<file path="src/rtl/serial_rx_pkg.sv">
package serial_rx_pkg;
  localparam int DATA_W = 8;

  typedef enum logic [2:0] {
    ST_IDLE,
    ST_START,
    ST_DATA,
    ST_PAR,
    ST_STOP
  } rx_state_e;
endpackage

</file>
<file path="src/rtl/serial_rx_sync.sv">
module serial_rx_sync #(
  parameter int STAGES = 2
) (
  input  logic clk_i,
  input  logic rst_ni,
  input  logic d_i,
  output logic q_o
);
  logic [STAGES-1:0] pipe_q;

  always_ff @(posedge clk_i or negedge rst_ni) begin
    if (!rst_ni) pipe_q <= '1;
    else         pipe_q <= {pipe_q[STAGES-2:0], d_i};
  end

  assign q_o = pipe_q[STAGES-1];
endmodule

</file>
<file path="src/rtl/serial_rx_frame.sv">
module serial_rx_frame
  import serial_rx_pkg::*;
#(
  parameter int OVS = 16
) (
  input  logic              clk_i,
  input  logic              rst_ni,
  input  logic              tick_i,
  input  logic              rx_i,
  input  logic [1:0]        len_i,
  input  logic [1:0]        par_i,
  input  logic [1:0]        stop_i,
  output logic              done_o,
  output logic [DATA_W-1:0] data_o,
  output logic              perr_o,
  output logic              ferr_o
);
  localparam int CW = $clog2(OVS);
  localparam logic [CW-1:0] HALF_M1 = CW'(OVS/2 - 1);
  localparam logic [CW-1:0] FULL_M1 = CW'(OVS - 1);
  localparam logic [CW-1:0] TQ_M1   = CW'(OVS*3/4 - 1);

  rx_state_e         state_q;
  logic [CW-1:0]     cnt_q;
  logic [2:0]        bidx_q;
  logic [DATA_W-1:0] shreg_q;
  logic              pbit_q, ferr_q, sidx_q;
  logic              done_q, perr_q, ferr_out_q;

  logic          par_en, last_bit, need2, cnt_end;
  logic [CW-1:0] stop_lim;

  assign par_en   = par_i[1];
  assign need2    = (stop_i != 2'b00);
  assign last_bit = (bidx_q == {1'b1, len_i});
  // Second stop sample: 3/4 bit later for 1.5 stop bits, a full bit for 2
  assign stop_lim = (sidx_q && stop_i == 2'b01) ? TQ_M1 : FULL_M1;
  assign cnt_end  = (state_q == ST_STOP) ? (cnt_q == stop_lim) : (cnt_q == FULL_M1);

  always_ff @(posedge clk_i or negedge rst_ni) begin
    if (!rst_ni) begin
      state_q    <= ST_IDLE;
      cnt_q      <= '0;
      bidx_q     <= '0;
      shreg_q    <= '0;
      pbit_q     <= 1'b0;
      ferr_q     <= 1'b0;
      sidx_q     <= 1'b0;
      done_q     <= 1'b0;
      perr_q     <= 1'b0;
      ferr_out_q <= 1'b0;
    end else begin
      done_q <= 1'b0;
      if (tick_i) begin
        unique case (state_q)
          ST_IDLE: begin
            if (!rx_i) begin
              state_q <= ST_START;
              cnt_q   <= '0;
            end
          end
          ST_START: begin
            if (cnt_q == HALF_M1) begin
              cnt_q <= '0;
              if (rx_i) begin
                state_q <= ST_IDLE;
              end else begin
                state_q <= ST_DATA;
                bidx_q  <= '0;
                shreg_q <= '0;
              end
            end else begin
              cnt_q <= cnt_q + 1'b1;
            end
          end
          ST_DATA: begin
            if (cnt_end) begin
              cnt_q           <= '0;
              shreg_q[bidx_q] <= rx_i;
              if (last_bit) begin
                state_q <= par_en ? ST_PAR : ST_STOP;
                sidx_q  <= 1'b0;
                ferr_q  <= 1'b0;
              end else begin
                bidx_q <= bidx_q + 1'b1;
              end
            end else begin
              cnt_q <= cnt_q + 1'b1;
            end
          end
          ST_PAR: begin
            if (cnt_end) begin
              cnt_q   <= '0;
              pbit_q  <= rx_i;
              state_q <= ST_STOP;
            end else begin
              cnt_q <= cnt_q + 1'b1;
            end
          end
          ST_STOP: begin
            if (cnt_end) begin
              cnt_q <= '0;
              if (!sidx_q && need2) begin
                sidx_q <= 1'b1;
                ferr_q <= !rx_i;
              end else begin
                state_q    <= ST_IDLE;
                done_q     <= 1'b1;
                ferr_out_q <= ferr_q | !rx_i;
                perr_q     <= par_en & (pbit_q ^ (^shreg_q) ^ par_i[0]);
              end
            end else begin
              cnt_q <= cnt_q + 1'b1;
            end
          end
          default: state_q <= ST_IDLE;
        endcase
      end
    end
  end

  assign done_o = done_q;
  assign data_o = shreg_q;
  assign perr_o = perr_q;
  assign ferr_o = ferr_out_q;
endmodule

</file>
<file path="src/rtl/serial_rx_hold.sv">
module serial_rx_hold
  import serial_rx_pkg::*;
(
  input  logic              clk_i,
  input  logic              rst_ni,
  input  logic              done_i,
  input  logic [DATA_W-1:0] data_i,
  input  logic              perr_i,
  input  logic              ferr_i,
  input  logic              ack_i,
  output logic [DATA_W-1:0] data_o,
  output logic              valid_o,
  output logic              perr_o,
  output logic              ferr_o,
  output logic              ovr_o,
  output logic              irq_o
);
  logic keep;
  assign keep = valid_o && !ack_i;

  always_ff @(posedge clk_i or negedge rst_ni) begin
    if (!rst_ni) begin
      data_o  <= '0;
      valid_o <= 1'b0;
      perr_o  <= 1'b0;
      ferr_o  <= 1'b0;
      ovr_o   <= 1'b0;
    end else if (done_i) begin
      data_o  <= data_i;
      valid_o <= 1'b1;
      perr_o  <= perr_i | (keep & perr_o);
      ferr_o  <= ferr_i | (keep & ferr_o);
      ovr_o   <= keep;
    end else if (ack_i) begin
      valid_o <= 1'b0;
      perr_o  <= 1'b0;
      ferr_o  <= 1'b0;
      ovr_o   <= 1'b0;
    end
  end

  assign irq_o = valid_o | perr_o | ferr_o | ovr_o;
endmodule

</file>
<file path="src/rtl/serial_rx.sv">
module serial_rx
  import serial_rx_pkg::*;
#(
  parameter int OVS         = 16,
  parameter int SYNC_STAGES = 2
) (
  input  logic              clk_i,
  input  logic              rst_ni,
  input  logic              tick_i,
  input  logic              rx_i,
  input  logic [1:0]        cfg_len_i,
  input  logic [1:0]        cfg_par_i,
  input  logic [1:0]        cfg_stop_i,
  input  logic              rd_ack_i,
  output logic [DATA_W-1:0] data_o,
  output logic              valid_o,
  output logic              par_err_o,
  output logic              frm_err_o,
  output logic              ovr_err_o,
  output logic              irq_o
);
  logic              rx_s, done, perr, ferr;
  logic [DATA_W-1:0] fr_data;

  serial_rx_sync #(.STAGES(SYNC_STAGES)) u_sync (
    .clk_i (clk_i),
    .rst_ni(rst_ni),
    .d_i   (rx_i),
    .q_o   (rx_s)
  );

  serial_rx_frame #(.OVS(OVS)) u_frame (
    .clk_i (clk_i),
    .rst_ni(rst_ni),
    .tick_i(tick_i),
    .rx_i  (rx_s),
    .len_i (cfg_len_i),
    .par_i (cfg_par_i),
    .stop_i(cfg_stop_i),
    .done_o(done),
    .data_o(fr_data),
    .perr_o(perr),
    .ferr_o(ferr)
  );

  serial_rx_hold u_hold (
    .clk_i  (clk_i),
    .rst_ni (rst_ni),
    .done_i (done),
    .data_i (fr_data),
    .perr_i (perr),
    .ferr_i (ferr),
    .ack_i  (rd_ack_i),
    .data_o (data_o),
    .valid_o(valid_o),
    .perr_o (par_err_o),
    .ferr_o (frm_err_o),
    .ovr_o  (ovr_err_o),
    .irq_o  (irq_o)
  );
endmodule

</file>
<file path="config.mk">
export PLATFORM = sky130hd
export DESIGN_NAME = serial_rx
export DESIGN_NICKNAME = d
export VERILOG_FILES = /design/src/rtl/serial_rx_pkg.sv /design/src/rtl/serial_rx_sync.sv /design/src/rtl/serial_rx_frame.sv /design/src/rtl/serial_rx_hold.sv /design/src/rtl/serial_rx.sv
export SDC_FILE = /design/constraint.sdc
export NUM_CORES = 1
export LEC_CHECK = 0
export CAP_MARGIN = 20
export CORE_MARGIN = 5
export CORE_UTILIZATION = 60
export CTS_CLUSTER_DIAMETER = 150
export DETAILED_ROUTE_END_ITERATION = 7
export DONT_BUFFER_PORTS = 1
export PLACE_DENSITY_LB_ADDON = 0.25
export SLEW_MARGIN = 10
export SYNTH_ARGS = -nofsm -noshare
export SYNTH_HDL_FRONTEND = slang
export SYNTH_SLANG_ARGS = --single-unit
</file>
<file path="constraint.sdc">
create_clock -name clk_i -period 4.8 [get_ports clk_i]
set_input_delay 0.96 -clock clk_i [delete_from_list [all_inputs] [get_ports clk_i]]
set_output_delay 0.96 -clock clk_i [all_outputs]
set_load 0.005 [all_outputs]
</file>
[Word level (Yosys, flattened, before mapping)]
Cells that the tools add are included.
Widths: inputs -> output; s select.
Word-level totals
  register bits: 38
  input port bits: 11
  output and inout bits: 13
  word-level logic and storage cells: 118
Operators by class
  bitwise gates (word level): 12
  $lt $le $gt $ge: 2
  reduce and logical (&&, ||, !) cells: 22
  mux-type cells: 45
  eq/ne operators: 19
  $add $sub $neg: 2
Operators with widths (count)
  $mux 3: 13
  $mux 8: 3
  $mux 1: 17
  $pmux 8 s2: 1
  $pmux 3 s5: 1
  $mux 4: 3
  $pmux 4 s3: 1
  $reduce_and 6->1: 2
  $ne 2x1->1 const B: 5
  $ne 2x2->1 const B: 5
  $bwmux 8: 1
  $reduce_and 8->1: 1
  $reduce_bool 2->1: 4
  $reduce_xor 8->1: 1
  $eq 3x2->1 const B: 2
  $or 1x1->1: 6
  $pmux 3 s2: 1
  $reduce_and 3->1: 2
  $reduce_and 5->1: 1
  $add 4x1->4 const B: 1
  $eq 4x3->1 const B: 1
  $eq 4x4->1: 1
  $eq 4x4->1 const B: 1
  $logic_and 1x1->1: 4
  18 further kinds: 24

[Longest topological paths before layout]
  depth after elaboration: 8
  gate-level depth with buffers: 8
  depth with buffers taken out: 6

[By module]
Synthesis repeated with hierarchy kept, for this count alone.
Second synthesis, totals
  cells, all modules: 202
  area, all modules: 2098.3 µm²
Modules (own cells, without submodules)
  serial_rx_frame: cells each 171, sequential area each 600.6 µm², times used 1, area each 1584.0 µm²
  serial_rx_hold: cells each 29, sequential area each 300.3 µm², times used 1, area each 461.7 µm²
  serial_rx_sync: cells each 2, sequential area each 52.6 µm², times used 1, area each 52.6 µm²

[Worst setup path before layout]
OpenSTA, ideal clock, no wires.
  path kind: input to register
  start point: input cfg_stop_i[1]
  end point: register u_frame.state_q[2]
  path slack: 2566 ps
  data arrival time: 2109 ps
  setup time: 125 ps
  stages on the path: 5
  cells stage by stage: nand3b_1 -> mux2i_1 -> o22ai_1 -> or2_1 -> mux2_2
On the way
  word-level cells in the longest chain between the ends: 7
  elaborated cells between the ends (all ways): 12
  those cells by class: 6 x eq/ne; 2 x mux; 4 x reduce/logical
Ends and longest elaborated chain
  from (decl): RTL line serial_rx.sv:13  | input logic [1:0] cfg_stop_i,
  $eq 2x1->1: RTL line serial_rx_frame.sv:37  | assign stop_lim = (sidx_q && stop_i == 2'b01) ? TQ_M1 : FULL_M1;
  $logic_and 1x1->1: RTL line serial_rx_frame.sv:37
  $mux 3: RTL line serial_rx_frame.sv:37
  $eq 4x4->1: RTL line serial_rx_frame.sv:38  | assign cnt_end = (state_q == ST_STOP) ? (cnt_q == stop_lim) : (cnt_q == FULL_M1);
  $mux 1: RTL line serial_rx_frame.sv:38
  $ne 2x1->1 (no source line)
  $reduce_and 8->1 (no source line) (*)
  to (signal assigned): RTL line serial_rx_frame.sv:81  | state_q <= par_en ? ST_PAR : ST_STOP;
  to (decl): RTL line serial_rx_frame.sv:23  | rx_state_e state_q;
Mark *: on every way between the ends. The rest lies on a longest branch, timed or not.
A chain may end at the register's enable or synchronous reset.

[Worst setup path in the final report]
  start point: register u_hold.valid_o
  end point: output irq_o
On the way
  word-level cells in the longest chain between the ends: 3
Ends and longest elaborated chain
  from (decl): RTL line serial_rx_hold.sv:12  | output logic valid_o,
  from (signal assigned): RTL line serial_rx_hold.sv:24  | valid_o <= 1'b0;
  from (signal assigned): RTL line serial_rx_hold.sv:30  | valid_o <= 1'b1;
  from (signal assigned): RTL line serial_rx_hold.sv:35  | valid_o <= 1'b0;
  $or 1x1->1 (3 in series): RTL line serial_rx_hold.sv:42  | assign irq_o = valid_o | perr_o | ferr_o | ovr_o;
  to (decl): RTL line serial_rx.sv:20  | output logic irq_o
Every way passes these cells.

==> results.toml <==
[cells_and_area]
drive_above_1_share_pct = 12.4
fill_cells = 269
syn_to_final_growth_pct = 3.01
layout.nets = 214
final_cells = 248
antenna_cells = 0

[worst_setup_path]
worstSetupPathType = "reg -> out"
crit_arrival_ns = 1.32
worst_setup_path_end_kind = "output port"
worst-path-max-fanout = 4
slowest_delay_ns = 0.54
reg2reg_depth = 6
required_ns = 3.84
cp.depth = 1
path_buf_inv = 0
critPathSlowestCell = "or4_1"
start_kind = "register"
critPathTopFamily = "simple AND/OR/NAND/NOR gates"
path_cells = "or4_1"

[timing]
skew_ns = 0.0152
setup_violations = 0
whs_ns = 0.275
period_needed_ns = 2.28
min_period_over_period_pct = 47.5
hold_viol = 0
setup_tns_ns = 0
report.final.slew_viol_count = 0
fmax_ghz = 0.439
worst_pin_slew_ns = 0.547
slew_headroom_pct = 63.6
rsz0062_at_grt = "false"

[floorplan]
fp-row-count = 21
die-width_um = 68.9
core_um2 = 3340
chipHeight_um = 68.9
io_pins = 24
initial_core_util_pct = 62.3
dieArea_um2 = 4740

[global_routing]
grt_pass1_wl_um = 6680
grt_pass1_vias = 1439
track_usage_pct = 19.1
grt_max_degree = 39
antenna_found_initial = 0
grt.overflow.total = 0

[cts]
clkTransAtPathRegs_ns = 0.13
postCtsHoldBufs = 0
clock_path_buffers = 2
cts_max_level = 2
cts_root_buf = "clkbuf_4"
insertion_delay_ns = 0.36
cts_tree = "built"
cts.sinks = 38
cts_inserted_buffers = 5
postCtsSetupRepairBufs = 0
ctsResizeCount = 0

[synth]
synth_area_leader_cell = "dfrtp_1"
synthTopCellsByArea = "dfrtp_1 43%, mux2_2 5.4%, xnor2_1 4.2%"
synthesis.area_um2 = 2080
synthCells = 209
synth-seq-cells = 38
syn_nets = 222
ys_types = 54
synth_top_cell_area_share_pct = 43.3
synth-seq-area-share_pct = 45.8
synth_edf_count = 0
synthFlopType = "dfrtp_1"
yosys_warnings = 0
async_reset_ff_share_pct = 100
synth_area_per_cell_um2 = 9.95

[route]
dr.pass1.iters = 5
vias_per_cell = 6.23
wl_um = 4010
drc = 0
drt_iter0_markers = 107
wl_per_cell_um = 16.2
num_vias = 1545
ant_nets = 0

[power_and_ir_drop]
power.density_nw_per_um2 = 328
ir_drop_v = 0.000225
p_total_w = 0.000703
power.static_leakage_nw = 0.923

[place]
gp_congestion = 0.883
hpwl_um = 2890
portBuffers = 0
placed_cells = 240

[min_path]
min_path_type = "in -> async"

[run]
max-cap-violations = 0

[run_status]
status = "completed"
kinds of logic after synthesis:
family / share of synthesized area (%)
mux: 6.38
compound gates: 19.3
buf+inv: 5.72
fa+ha+maj: 1.20
xor+xnor: 5.05
simple gates: 16.5
flops: 45.8
final timing paths:
path / from / end / slack, ns
max: u_hold.valid_o$_DFFE_PN0P_ / irq_o / 2.52
min: rst_ni / u_frame.cnt_q[2]$_DFFE_PN0P_ / 0.27
min reg2reg: u_sync.pipe_q[0]$_DFF_PN1_ / u_sync.pipe_q[1]$_DFF_PN1_ / 0.36
min in group clk_i: u_sync.pipe_q[0]$_DFF_PN1_ / u_sync.pipe_q[1]$_DFF_PN1_ / 0.36
max reg2reg: u_frame.cnt_q[0]$_DFFE_PN0P_ / u_frame.data_o[1]$_DFFE_PN0P_ / 2.55
max in group asynchronous: rst_ni / u_sync.pipe_q[0]$_DFF_PN1_ / 4.32
where the power goes:
part           leakage, nW  switching [W]  internal (W)
registers            0.514      0.0000373      0.000341
logic                0.371      0.0000546     0.0000484
clock network       0.0374       0.000112      0.000109
total                0.923       0.000204      0.000499
per-layer routing:
layer  share of wire [%]  GRT usage [%]  up-vias
met3                 8.4           6.00        5
met4                 1.4           6.57        0
li1                    -              -      749
met5                   0              0        -
met1                  44           26.0      736
met2                  46           28.7       55
worst reg2reg max path, stage by stage, from the launching register on:
cell     delay [ns]
dfrtp_1        0.41
ha_1           0.32
nand2_1        0.13
or4_1          0.55
a211o_1        0.42
o21ai_0        0.19
o41ai_1        0.10
state kept, by name (all words and copies together), names as in the netlist, 2 cells and up:
register	cells
u_frame.bidx_q	3
u_sync.pipe_q	2
u_frame.state_q	3
u_frame.data_o	8
u_hold.data_o	8
u_frame.cnt_q	4
cells in the final DEF (no fill, tap or decap), drive strengths merged, types with 4 or more instances in the layout:
master  Yosys  routed
nand2       8       8
clkbuf      7       5
dfrtp      36      36
a21oi      10      10
o31ai       6       6
mux2       10      10
o41ai       4       4
xnor2      10      10
inv        11      11
nor2       13      13
nand2b      5       5
o21ai      16      16
nor2b       4       4
nand3       6       6
stage by stage:
step	area [µm²]	utilization, %	setup slack, ns
2_1_floorplan	2080	-	2.57
3_3_place_gp	2060	61.7	2.48
3_5_place_dp	2060	61.7	2.42
4_1_cts	2140	64.2	2.50
5_1_grt	2140	64.2	2.39
6_report	2140	64.2	2.52
cell type report:
class | instances | area [µm²] | area share, %
clock buffer | 5 | 37.5 | 1.75
clock inverter | 3 | 45.0 | 2.10
inverter | 11 | 41.3 | 1.93
multi-input combinational | 145 | 1010 | 47.0
sequential | 38 | 953 | 44.5
tap | 46 | 57.6 | 2.69
cells in the mapped netlist (2+ instances only):
| cell | number |
|---|---|
| a21o_1 | 2 |
| a21oi_1 | 9 |
| a22o_1 | 2 |
| a31oi_1 | 3 |
| buf_2 | 4 |
| buf_4 | 2 |
| clkbuf_1 | 6 |
| dfrtp_1 | 36 |
| dfstp_2 | 2 |
| ha_1 | 2 |
| inv_1 | 11 |
| mux2_2 | 10 |
| mux2i_1 | 2 |
| nand2_1 | 8 |
| nand2b_1 | 5 |
| nand3_1 | 6 |
| nand3b_1 | 3 |
| nand4_1 | 3 |
| nor2_1 | 13 |
| nor2b_1 | 4 |
| nor3_1 | 2 |
| o211ai_1 | 3 |
| o21ai_0 | 14 |
| o21ai_1 | 2 |
| o21bai_1 | 2 |
| o22ai_1 | 3 |
| o2bb2ai_1 | 2 |
| o31ai_1 | 6 |
| o41ai_1 | 4 |
| or2_1 | 2 |
| or3b_1 | 2 |
| or4_1 | 2 |
| xnor2_1 | 10 |
| xor2_1 | 2 |
Note: power is estimated with default switching activity, not from simulation.
